`src/rtl/tw_pkg.sv`:
```
package tw_pkg;

    typedef enum logic {
        TW_REG_TRIG = 1'b0,
        TW_REG_STAT = 1'b1
    } tw_reg_e;

    typedef struct packed {
        logic trig_wr;
        logic stat_wr;
        logic trig_rd;
        logic stat_rd;
    } tw_bus_ev_t;

endpackage

```
`src/rtl/tw_counter.sv`:
```
module tw_counter #(
    parameter int CNT_W = 29
) (
    input  logic             clk,
    input  logic             rst_n,
    input  logic             tick_i,
    input  logic             load_i,
    input  logic [CNT_W-1:0] load_val_i,
    input  logic             load_en_i,
    input  logic             load_per_i,
    output logic [CNT_W-1:0] cnt_o,
    output logic [CNT_W-1:0] reload_o,
    output logic             en_o,
    output logic             per_o,
    output logic             expire_o
);

    typedef struct packed {
        logic             en;
        logic             per;
        logic [CNT_W-1:0] reload;
        logic [CNT_W-1:0] cnt;
    } cnt_state_t;

    cnt_state_t st_d, st_q;
    logic       expire_d;

    always_comb begin
        st_d     = st_q;
        expire_d = 1'b0;
        if (load_i) begin
            st_d.en     = load_en_i;
            st_d.per    = load_per_i;
            st_d.reload = load_val_i;
            st_d.cnt    = load_val_i;
        end else if (tick_i && st_q.en) begin
            if (st_q.cnt == '0) begin
                expire_d = 1'b1;
                if (st_q.per) begin
                    st_d.cnt = st_q.reload;
                end else begin
                    st_d.en = 1'b0;
                end
            end else begin
                st_d.cnt = st_q.cnt - 1'b1;
            end
        end
    end

    always_ff @(posedge clk or negedge rst_n) begin
        if (!rst_n) begin
            st_q <= '0;
        end else begin
            st_q <= st_d;
        end
    end

    assign cnt_o    = st_q.cnt;
    assign reload_o = st_q.reload;
    assign en_o     = st_q.en;
    assign per_o    = st_q.per;
    assign expire_o = expire_d;

endmodule

```
`src/rtl/tw_ack_track.sv`:
```
module tw_ack_track (
    input  logic clk,
    input  logic rst_n,
    input  logic expire_i,
    input  logic clr_req_i,
    input  logic trig_rd_i,
    input  logic stop_i,
    output logic pend_o
);

    typedef struct packed {
        logic pend;
        logic clr_seen;
        logic rd_seen;
    } ack_state_t;

    ack_state_t st_d, st_q;
    logic       clr_now, rd_now;

    always_comb begin
        st_d    = st_q;
        clr_now = st_q.clr_seen | clr_req_i;
        rd_now  = st_q.rd_seen | trig_rd_i;
        if (stop_i) begin
            st_d = '0;
        end else if (expire_i) begin
            // a fresh expiry restarts the acknowledge handshake
            st_d.pend     = 1'b1;
            st_d.clr_seen = 1'b0;
            st_d.rd_seen  = 1'b0;
        end else if (st_q.pend) begin
            if (clr_now && rd_now) begin
                st_d = '0;
            end else begin
                st_d.clr_seen = clr_now;
                st_d.rd_seen  = rd_now;
            end
        end
    end

    always_ff @(posedge clk or negedge rst_n) begin
        if (!rst_n) begin
            st_q <= '0;
        end else begin
            st_q <= st_d;
        end
    end

    assign pend_o = st_q.pend;

endmodule

```
`src/rtl/tw_escalate.sv`:
```
module tw_escalate (
    input  logic clk,
    input  logic rst_n,
    input  logic arm_wr_i,
    input  logic arm_val_i,
    input  logic expire_i,
    input  logic pend_i,
    output logic arm_o,
    output logic rst_req_o
);

    typedef struct packed {
        logic arm;
        logic rst_req;
    } esc_state_t;

    esc_state_t st_d, st_q;

    always_comb begin
        st_d = st_q;
        if (arm_wr_i) begin
            st_d.arm = arm_val_i;
        end
        // second unserviced expiry: pending flag from the previous one still set
        st_d.rst_req = expire_i && pend_i && st_q.arm && !st_q.rst_req;
    end

    always_ff @(posedge clk or negedge rst_n) begin
        if (!rst_n) begin
            st_q <= '0;
        end else begin
            st_q <= st_d;
        end
    end

    assign arm_o     = st_q.arm;
    assign rst_req_o = st_q.rst_req;

endmodule

```
`src/rtl/tick_wdog_timer.sv`:
```
module tick_wdog_timer #(
    parameter int CNT_W  = 29,
    parameter int DATA_W = 32
) (
    input  logic              clk,
    input  logic              rst_n,
    input  logic              tick_i,
    input  logic              wr_en_i,
    input  logic              rd_en_i,
    input  logic              addr_i,
    input  logic [DATA_W-1:0] wdata_i,
    output logic [DATA_W-1:0] rdata_o,
    output logic              irq_o,
    output logic              wdog_rst_o
);

    import tw_pkg::*;

    localparam int EN_BIT  = DATA_W - 1;
    localparam int PER_BIT = DATA_W - 2;
    localparam int ARM_BIT = DATA_W - 1;
    localparam int CLR_BIT = DATA_W - 2;
    localparam int PAD_W   = DATA_W - CNT_W - 2;

    tw_bus_ev_t       ev;
    logic [CNT_W-1:0] cnt_w, reload_w;
    logic             en_w, per_w, expire_w, pend_w, arm_w, rst_w, stop_w;
    logic [DATA_W-1:0] rdata_d, rdata_q;
    logic [PAD_W-1:0] unused_rsvd;

    always_comb begin
        ev.trig_wr = wr_en_i && (addr_i == TW_REG_TRIG);
        ev.stat_wr = wr_en_i && (addr_i == TW_REG_STAT);
        ev.trig_rd = rd_en_i && (addr_i == TW_REG_TRIG);
        ev.stat_rd = rd_en_i && (addr_i == TW_REG_STAT);
    end

    assign stop_w      = ev.trig_wr && !wdata_i[EN_BIT];
    assign unused_rsvd = wdata_i[CNT_W +: PAD_W];

    tw_counter #(.CNT_W(CNT_W)) i_counter (
        .clk        (clk),
        .rst_n      (rst_n),
        .tick_i     (tick_i),
        .load_i     (ev.trig_wr),
        .load_val_i (wdata_i[CNT_W-1:0]),
        .load_en_i  (wdata_i[EN_BIT]),
        .load_per_i (wdata_i[PER_BIT]),
        .cnt_o      (cnt_w),
        .reload_o   (reload_w),
        .en_o       (en_w),
        .per_o      (per_w),
        .expire_o   (expire_w)
    );

    tw_ack_track i_ack (
        .clk       (clk),
        .rst_n     (rst_n),
        .expire_i  (expire_w),
        .clr_req_i (ev.stat_wr && wdata_i[CLR_BIT]),
        .trig_rd_i (ev.trig_rd),
        .stop_i    (stop_w),
        .pend_o    (pend_w)
    );

    tw_escalate i_esc (
        .clk       (clk),
        .rst_n     (rst_n),
        .arm_wr_i  (ev.stat_wr),
        .arm_val_i (wdata_i[ARM_BIT]),
        .expire_i  (expire_w),
        .pend_i    (pend_w),
        .arm_o     (arm_w),
        .rst_req_o (rst_w)
    );

    always_comb begin
        rdata_d = rdata_q;
        if (ev.trig_rd) begin
            rdata_d = {en_w, per_w, {PAD_W{1'b0}}, reload_w};
        end else if (ev.stat_rd) begin
            rdata_d = {arm_w, pend_w, {PAD_W{1'b0}}, cnt_w};
        end
    end

    always_ff @(posedge clk or negedge rst_n) begin
        if (!rst_n) begin
            rdata_q <= '0;
        end else begin
            rdata_q <= rdata_d;
        end
    end

    assign rdata_o    = rdata_q;
    assign irq_o      = pend_w;
    assign wdog_rst_o = rst_w;

endmodule

```
`config.mk`:
```
export PLATFORM = sky130hd
export DESIGN_NAME = tick_wdog_timer
export DESIGN_NICKNAME = d
export VERILOG_FILES = /design/src/rtl/tw_pkg.sv /design/src/rtl/tw_counter.sv /design/src/rtl/tw_ack_track.sv /design/src/rtl/tw_escalate.sv /design/src/rtl/tick_wdog_timer.sv
export SDC_FILE = /design/constraint.sdc
export NUM_CORES = 1
export LEC_CHECK = 0
export ABC_AREA = 1
export ABC_CLOCK_PERIOD_IN_PS = 2110
export BUFFER_PORTS_ARGS = -buffer_cell sky130_fd_sc_hd__buf_2
export CORE_MARGIN = 2
export CORE_UTILIZATION = 50
export DETAILED_ROUTE_END_ITERATION = 7
export GPL_ROUTABILITY_DRIVEN = 0
export PLACE_DENSITY = 0.73
export SYNTH_ARGS = -nofsm -noshare
export SYNTH_HDL_FRONTEND = slang
export SYNTH_HIERARCHICAL = 1
export SYNTH_SLANG_ARGS = --single-unit
export TNS_END_PERCENT = 30
```
`constraint.sdc`:
```
create_clock -name clk -period 2.11 [get_ports clk]
set_clock_uncertainty 0.15 [all_clocks]
set_input_delay 0.1055 -clock clk [delete_from_list [all_inputs] [get_ports clk]]
set_output_delay 0.1055 -clock clk [all_outputs]
set_load 0.01 [all_outputs]
```
==> out/qor.yml, run 1 <==
status: "completed"
intPower_w: 0.00419
clkPwrFrac_pct: 27.8
fin_crit_ps: 1970
cts-root-buf: "clkbuf_16"
cp_max_fo: 13
grt_pass1_vias: 5211
portBuffers: 69
ant_nets: 0
io_pins: 72
dp_cells: 1040
avgSynthCellArea_um2: 6.86
leakagePower_nw: 3.86
h-tree-depth: 3
grt_pass1_wl_um: 23900
relSlewSlack_pct: 61.3
r2r_setup_slack_ps: 140
area_growth_pct: 24.5
cp-end-kind: "register"
drtIter0Drc: 318
required_ps: 2230
comb_power_share_pct: 34.2
drtPass1Iterations: 5
design_area_um2: 7020
fin_nets: 987
synth_top_area_cell: "dfrtp_1"
cts.sinks: 96
drt_wl_total_um: 14200
layout.cells.non_filler: 1092
arrival_ps: 2090
tritoncts: "yes"
crit_family: "simple AND/OR/NAND/NOR gates"
critPathSlowestCell: "dfrtp_1"
clock_path_buffers: 2
cts_buffers: 9
wire_per_inst_um: 13.0
max_freq_ghz: 0.508
worst_hold_slack_ps: 36.7
tightest_slew_ps: 581
period_share_pct: 93.4
grt_overflow: 0
hold_class: "in2reg"
fp-row-count: 38
avgViaCountPerCell: 4.91
clk-insertion-delay-late_ps: 350
p_sw_share_pct: 34.5
drcViolationCount: 0
initial_core_util_pct: 51.6
placed_cell_area_um2: 6270
critical_path_class: "reg2reg"
diodes: 0
vias: 5360
die_y_um: 110
path_cells: "nor2_1, nand2_1, nor2_4, inv_2, nor2_4, nand2_4, clkinv_2, nand2_1, nand2_2, buf_6, nor2_1, a21oi_1"
finalHoldViolCount: 0
synth_top_area_share_pct: 42.6
die_area_um2: 12100
synth_nets: 861
ys_ff_latch: 96
slew_violations: 0
ys_seq_area_share_pct: 42.6
cellPowerDensity_nw_per_um2: 911
ir_drop_uv: 639
setup.worst_path.start_class: "register"
max_stage_delay_ps: 370
track_usage_pct: 25.3
syn_inst: 822
antenna_found_initial: 0
setup_viol: 0
grt_max_degree: 97
synth_area_leaders: "dfrtp_1 (43%), nand2_1 (21%), inv_1 (8.2%)"
p_sw_w: 0.00221
synth_cell_types: 36
netlist_area_um2: 5640
drive_gt1_share_pct: 18.3
path_clk_slew_ps: 70
cap_violations: 0
dp_hpwl_um: 9550
tns_ps: 0
p_seq_share_pct: 38.0
ys_warn_count: 6
cp_num_buf_inv: 3
core_area_um2: 10900
fp.dieW_um: 110
[tightest hold or removal path: cells and delay by family]
family | cells | cell delay (ps)
buffers and inverters | 1 | 110
AND/OR/NAND/NOR | 4 | 280
[cells in the mapped netlist, drive strengths merged]
cell / number
nand3: 75
nand2: 328
dfrtp: 96
nand4: 7
nor2: 71
nor3: 3
a21boi: 7
xor2: 9
or2: 1
o22ai: 2
xnor2: 6
clkbuf: 10
buf: 19
nand3b: 1
a21oi: 3
inv: 131
o21bai: 1
o21ai: 45
clkinv: 4
ha: 1
a22o: 1
conb: 1
[routing by layer]
layer,routed length [um],up-vias,GRT usage [%]
met2,6820,126,43.4
met4,215,0,6.70
met1,6590,2483,33.5
li1,-,2731,-
met3,593,20,3.70
met5,0,-,0
[what timing repair did]
action                                 4_1_cts  5_1_grt
setup endpoints to repair                    0       29
endpoints found under the hold margin      156        0
hold buffers                                34        0
buffers inserted                             0        3
resized for setup                            0       20
[cell usage in the layout (no fill, tap or decap), types with 3 or more instances in the layout]
cell	n
nor2_2	8
a21boi_0	6
buf_2	68
xnor2_1	6
xor2_1	9
clkbuf_16	9
nand2_1	311
inv_1	121
o21ai_1	5
o21ai_0	40
dlygate4sd3_1	34
inv_4	3
inv_2	8
nor2_1	55
nand3_1	74
buf_4	39
nor2_4	8
nand2_2	16
nand4_1	7
dfrtp_1	96
[cell families (layout without fill, tap and decap cells)]
| family | count (synthesis) | count (layout) | share of synthesized area (%) |
|---|---|---|---|
| AND/OR/NAND/NOR | 486 | 486 | 36.5 |
| buffers and inverters | 164 | 294 | 12.5 |
| flip-flops | 96 | 96 | 42.6 |
| AO/OA/AOI/OAI | 59 | 59 | 5.77 |
| XOR/XNOR | 15 | 15 | 2.33 |
| adder cells (fa/ha/maj) | 1 | 1 | 0.222 |
| other | 1 | 1 | 0.0665 |
[path summary, 6_finish.rpt]
| kind | from | to | cells after the start |
|---|---|---|---|
| worst min-delay path | tick_i | i_esc/rst_req_o$_DFF_PN0_ | 5 |
| max in group asynchronous | rst_n | i_counter/reload_o[18]$_DFFE_PN0P_ | 3 |
| min in group asynchronous | rst_n | rdata_o[12]$_DFFE_PN0P_ | 3 |
| worst max-delay path | i_counter/cnt_o[6]$_DFFE_PN0P_ | i_counter/cnt_o[5]$_DFFE_PN0P_ | 12 |
| worst min register to register | rdata_o[8]$_DFFE_PN0P_ | rdata_o[8]$_DFFE_PN0P_ | 2 |
| worst max register to register | i_counter/cnt_o[6]$_DFFE_PN0P_ | i_counter/cnt_o[5]$_DFFE_PN0P_ | 12 |
[flip-flops by register name (all words and copies together) (netlist names)]
signal,flops
rdata_o,31
i_counter/cnt_o,29
i_counter/reload_o,29
i_ack/st_q,2
i_ack/pend_o,1
i_counter/en_o,1
i_counter/per_o,1
i_esc/arm_o,1
i_esc/rst_req_o,1
[power by group through the flow]
stage / clock network [W] / logic, W / registers, W
2_1_floorplan: 0 / 0.00125 / 0.00254
3_3_place_gp: 0 / 0.00201 / 0.00245
3_5_place_dp: 0 / 0.00205 / 0.00246
4_1_cts: 0.00180 / 0.00211 / 0.00243
5_1_grt: 0.00188 / 0.00249 / 0.00248
6_report: 0.00178 / 0.00219 / 0.00243
[stage by stage]
stage	power, W	setup slack [ps]	utilization (%)
finish	0.00640	140	64.2
floorplan	0.00379	45.8	-
global placement	0.00446	85.1	57.4
detailed placement	0.00451	41.4	57.4
CTS	0.00634	10.1	63.4
global route	0.00686	-33.4	64.2
[final cells by class]
type | instances | area [um^2]
Multi-Input combinational cell | 562 | 2580
Clock buffer | 12 | 256
Clock inverter | 3 | 65.1
Sequential cell | 96 | 2400
Inverter | 135 | 515
Tap cell | 140 | 175
Timing Repair Buffer | 144 | 1020
Fill cell | 991 | 3920
Note: power is estimated with default switching activity, not from simulation.
==> run 2, diff against run 1 <==
GPL_TIMING_DRIVEN = 0   (was not set)
==> run 2 against run 1 <==
  * The flow now finishes with violations (setup timing)
  * Sequential power increased by 6%
  * Final area is 3.7% higher
  * Power grew 0.67%
  * Non-clock buffer count increased by 9
  * Sequential cell count stayed put
  * Routed wire length is 13% higher
  * Combinational power shrank 5%
  * Maximum frequency is 8.1% lower
  * Core utilization increased by 2.4 points
  * Critical path depth up 1
  * First-iteration DRC count is 38% higher
  * Critical path type unchanged
  * Critical endpoint is now i_counter/cnt_o[0]$_DFFE_PN0P_
==> out/qor.yml, run 2 (synthesis gave the netlist of run 1 again) <==
arrival_ps: 2280  # +190 ps
setup_viol: 10  # +10
cp-end-kind: "register"
cts.sinks: 96  # unchanged
drive_gt1_share_pct: 19.8  # +1.5 points
finalHoldViolCount: 0  # unchanged
clock_path_buffers: 2  # unchanged
core_area_um2: 10900  # unchanged
fin_crit_ps: 2140  # +174 ps
rsz0062_at_grt: "yes"
grt_pass1_wl_um: 25000  # +4.4%
tightest_slew_ps: 660  # +79.1 ps
ir_drop_uv: 581  # -9.0%
diodes: 0  # unchanged
io_pins: 72  # unchanged
status: "finished, violations left"
track_usage_pct: 27.0  # +1.7 points
finalPower_w: 0.00644  # +0.67%
fp.dieW_um: 110  # unchanged
tritoncts: "yes"
period_share_pct: 102  # +8.2 points
setup.worst_path.start_class: "register"
slew_violations: 0  # unchanged
die_area_um2: 12100  # unchanged
max_stage_delay_ps: 450  # +80 ps
vias: 5693  # +6.2%
cap_violations: 0  # unchanged
cts_buffers: 9  # unchanged
grt_max_degree: 65  # -33%
finalCoreUtilization_pct: 66.6  # +2.4 points
dp_hpwl_um: 10600  # +11%
area_growth_pct: 29.2
drcViolationCount: 0  # unchanged
relSlewSlack_pct: 56.0  # -5.3 points
critPathSlowestCell: "dfrtp_1"
largest_reg_flops: 31  # unchanged
cp_num_buf_inv: 4  # +1
fp-row-count: 38  # unchanged
drt_wl_total_um: 16100  # +13%
path_clk_slew_ps: 60  # about the same
grt_pass1_vias: 5263  # +1.0%
grt_overflow: 0  # unchanged
drtPass1Iterations: 6  # +1
initial_core_util_pct: 51.6  # unchanged
layout_commonest_cell: "nand2_1"
hold_class: "in2reg"
violations: "setup timing"
critical_path_class: "reg2reg"
crit_family: "simple AND/OR/NAND/NOR gates"
cellPowerDensity_nw_per_um2: 884  # -3.0%
cp_max_fo: 7  # -6
avgViaCountPerCell: 5.17  # +5.3%
clk-insertion-delay-late_ps: 350  # about the same
fin_nets: 996  # +0.91%
die_y_um: 110  # unchanged
cts-root-buf: "clkbuf_16"
worst_slack_ps: -34.2  # -174 ps
wire_per_inst_um: 14.7  # +12%
leakagePower_nw: 3.97  # +2.8%
r2r_setup_slack_ps: -30  # -170 ps
portBuffers: 68  # -1.4%
drtIter0Drc: 438  # +38%
antenna_found_initial: 0  # unchanged
path_cells: "nor2_1, nand2_1, nor2_4, inv_2, nor2_4, nand2_4, inv_6, nand2_4, nand2_8, buf_12, clkbuf_16, nand2_1, nand3_1"
final_cell_mix: "nand2_1 (303), inv_1 (120), dfrtp_1 (94)"
h-tree-depth: 3  # unchanged
required_ps: 2240  # about the same
ant_nets: 0  # unchanged
max_freq_ghz: 0.466  # -8.1%
==> run 2: changes by cell type in the layout (fill, tap and decap cells not counted), sizes merged <==
| cell | change |
|---|---|
| clkbuf | +12 |
| buf | -7 |
| dlygate4sd3 | +4 |
==> run 2: worst paths after layout <==
path,start,endpoint,cells past startpoint
max reg2reg,i_counter/cnt_o[7]$_DFFE_PN0P_,i_counter/cnt_o[0]$_DFFE_PN0P_,13
min in group asynchronous,rst_n,rdata_o[11]$_DFFE_PN0P_,2
min,addr_i,rdata_o[20]$_DFFE_PN0P_,5
max,i_counter/cnt_o[7]$_DFFE_PN0P_,i_counter/cnt_o[0]$_DFFE_PN0P_,13
max in group asynchronous,rst_n,i_counter/cnt_o[4]$_DFFE_PN0P_,3
min reg2reg,rdata_o[6]$_DFFE_PN0P_,rdata_o[6]$_DFFE_PN0P_,2
==> run 2: final cells by class <==
class / instances / area [um^2]
fill: 952 / 3650
multi-input combinational: 562 / 2690
sequential: 96 / 2400
timing repair buffer: 124 / 943
inverter: 135 / 522
clock buffer: 12 / 256
buffer: 29 / 230
tap: 140 / 175
clock inverter: 3 / 65.1
==> run 2: where the power goes <==
part	total (W)	switching (W)	internal (W)
Clock	0.00177	0.000679	0.00110
Sequential	0.00257	0.000377	0.00220
Combinational	0.00209	0.00125	0.000845
Total	0.00644	0.00230	0.00414
==> run 2: worst reg2reg max path, stage by stage, from the launching register on <==
cell and delay [ps]:
dfrtp_1 450, nor2_1 170, nand2_1 140, nor2_4 180, inv_2 60, nor2_4 120
nand2_4 100, inv_6 100, nand2_4 70, nand2_8 110, buf_12 150, clkbuf_16 160
nand2_1 50, nand3_1 80
==> run 2: metal layers <==
layer	GRT usage, %	wire length (um)	up-vias
li1	-	-	2767
met1	35.6	6930	2645
met2	46.0	7720	239
met3	3.94	1010	42
met4	8.57	477	0
met5	0	0	-
==> run 2: repair_timing <==
action,CTS,global route
hold endpoints to repair,99,0
resized for setup,13,50
pin swaps,4,26
hold buffers,38,0
setup buffers,4,10
endpoints found under the setup margin,34,39
gates cloned,0,3
==> run 2: through the flow <==
stage	setup TNS (ps)	std cells	hold slack, ps	worst slack (ps)	cell area (um^2)
after floorplan	0	822	-340	45.8	5640
after global placement	-35780	1030	186	-467	6150
after detailed placement	-11600	1031	-54.8	-475	6180
after CTS	0	1088	39.8	8.22	6960
after global routing	-3480	1101	45.0	-155	7280
final	-105	1101	51.4	-34.2	7280
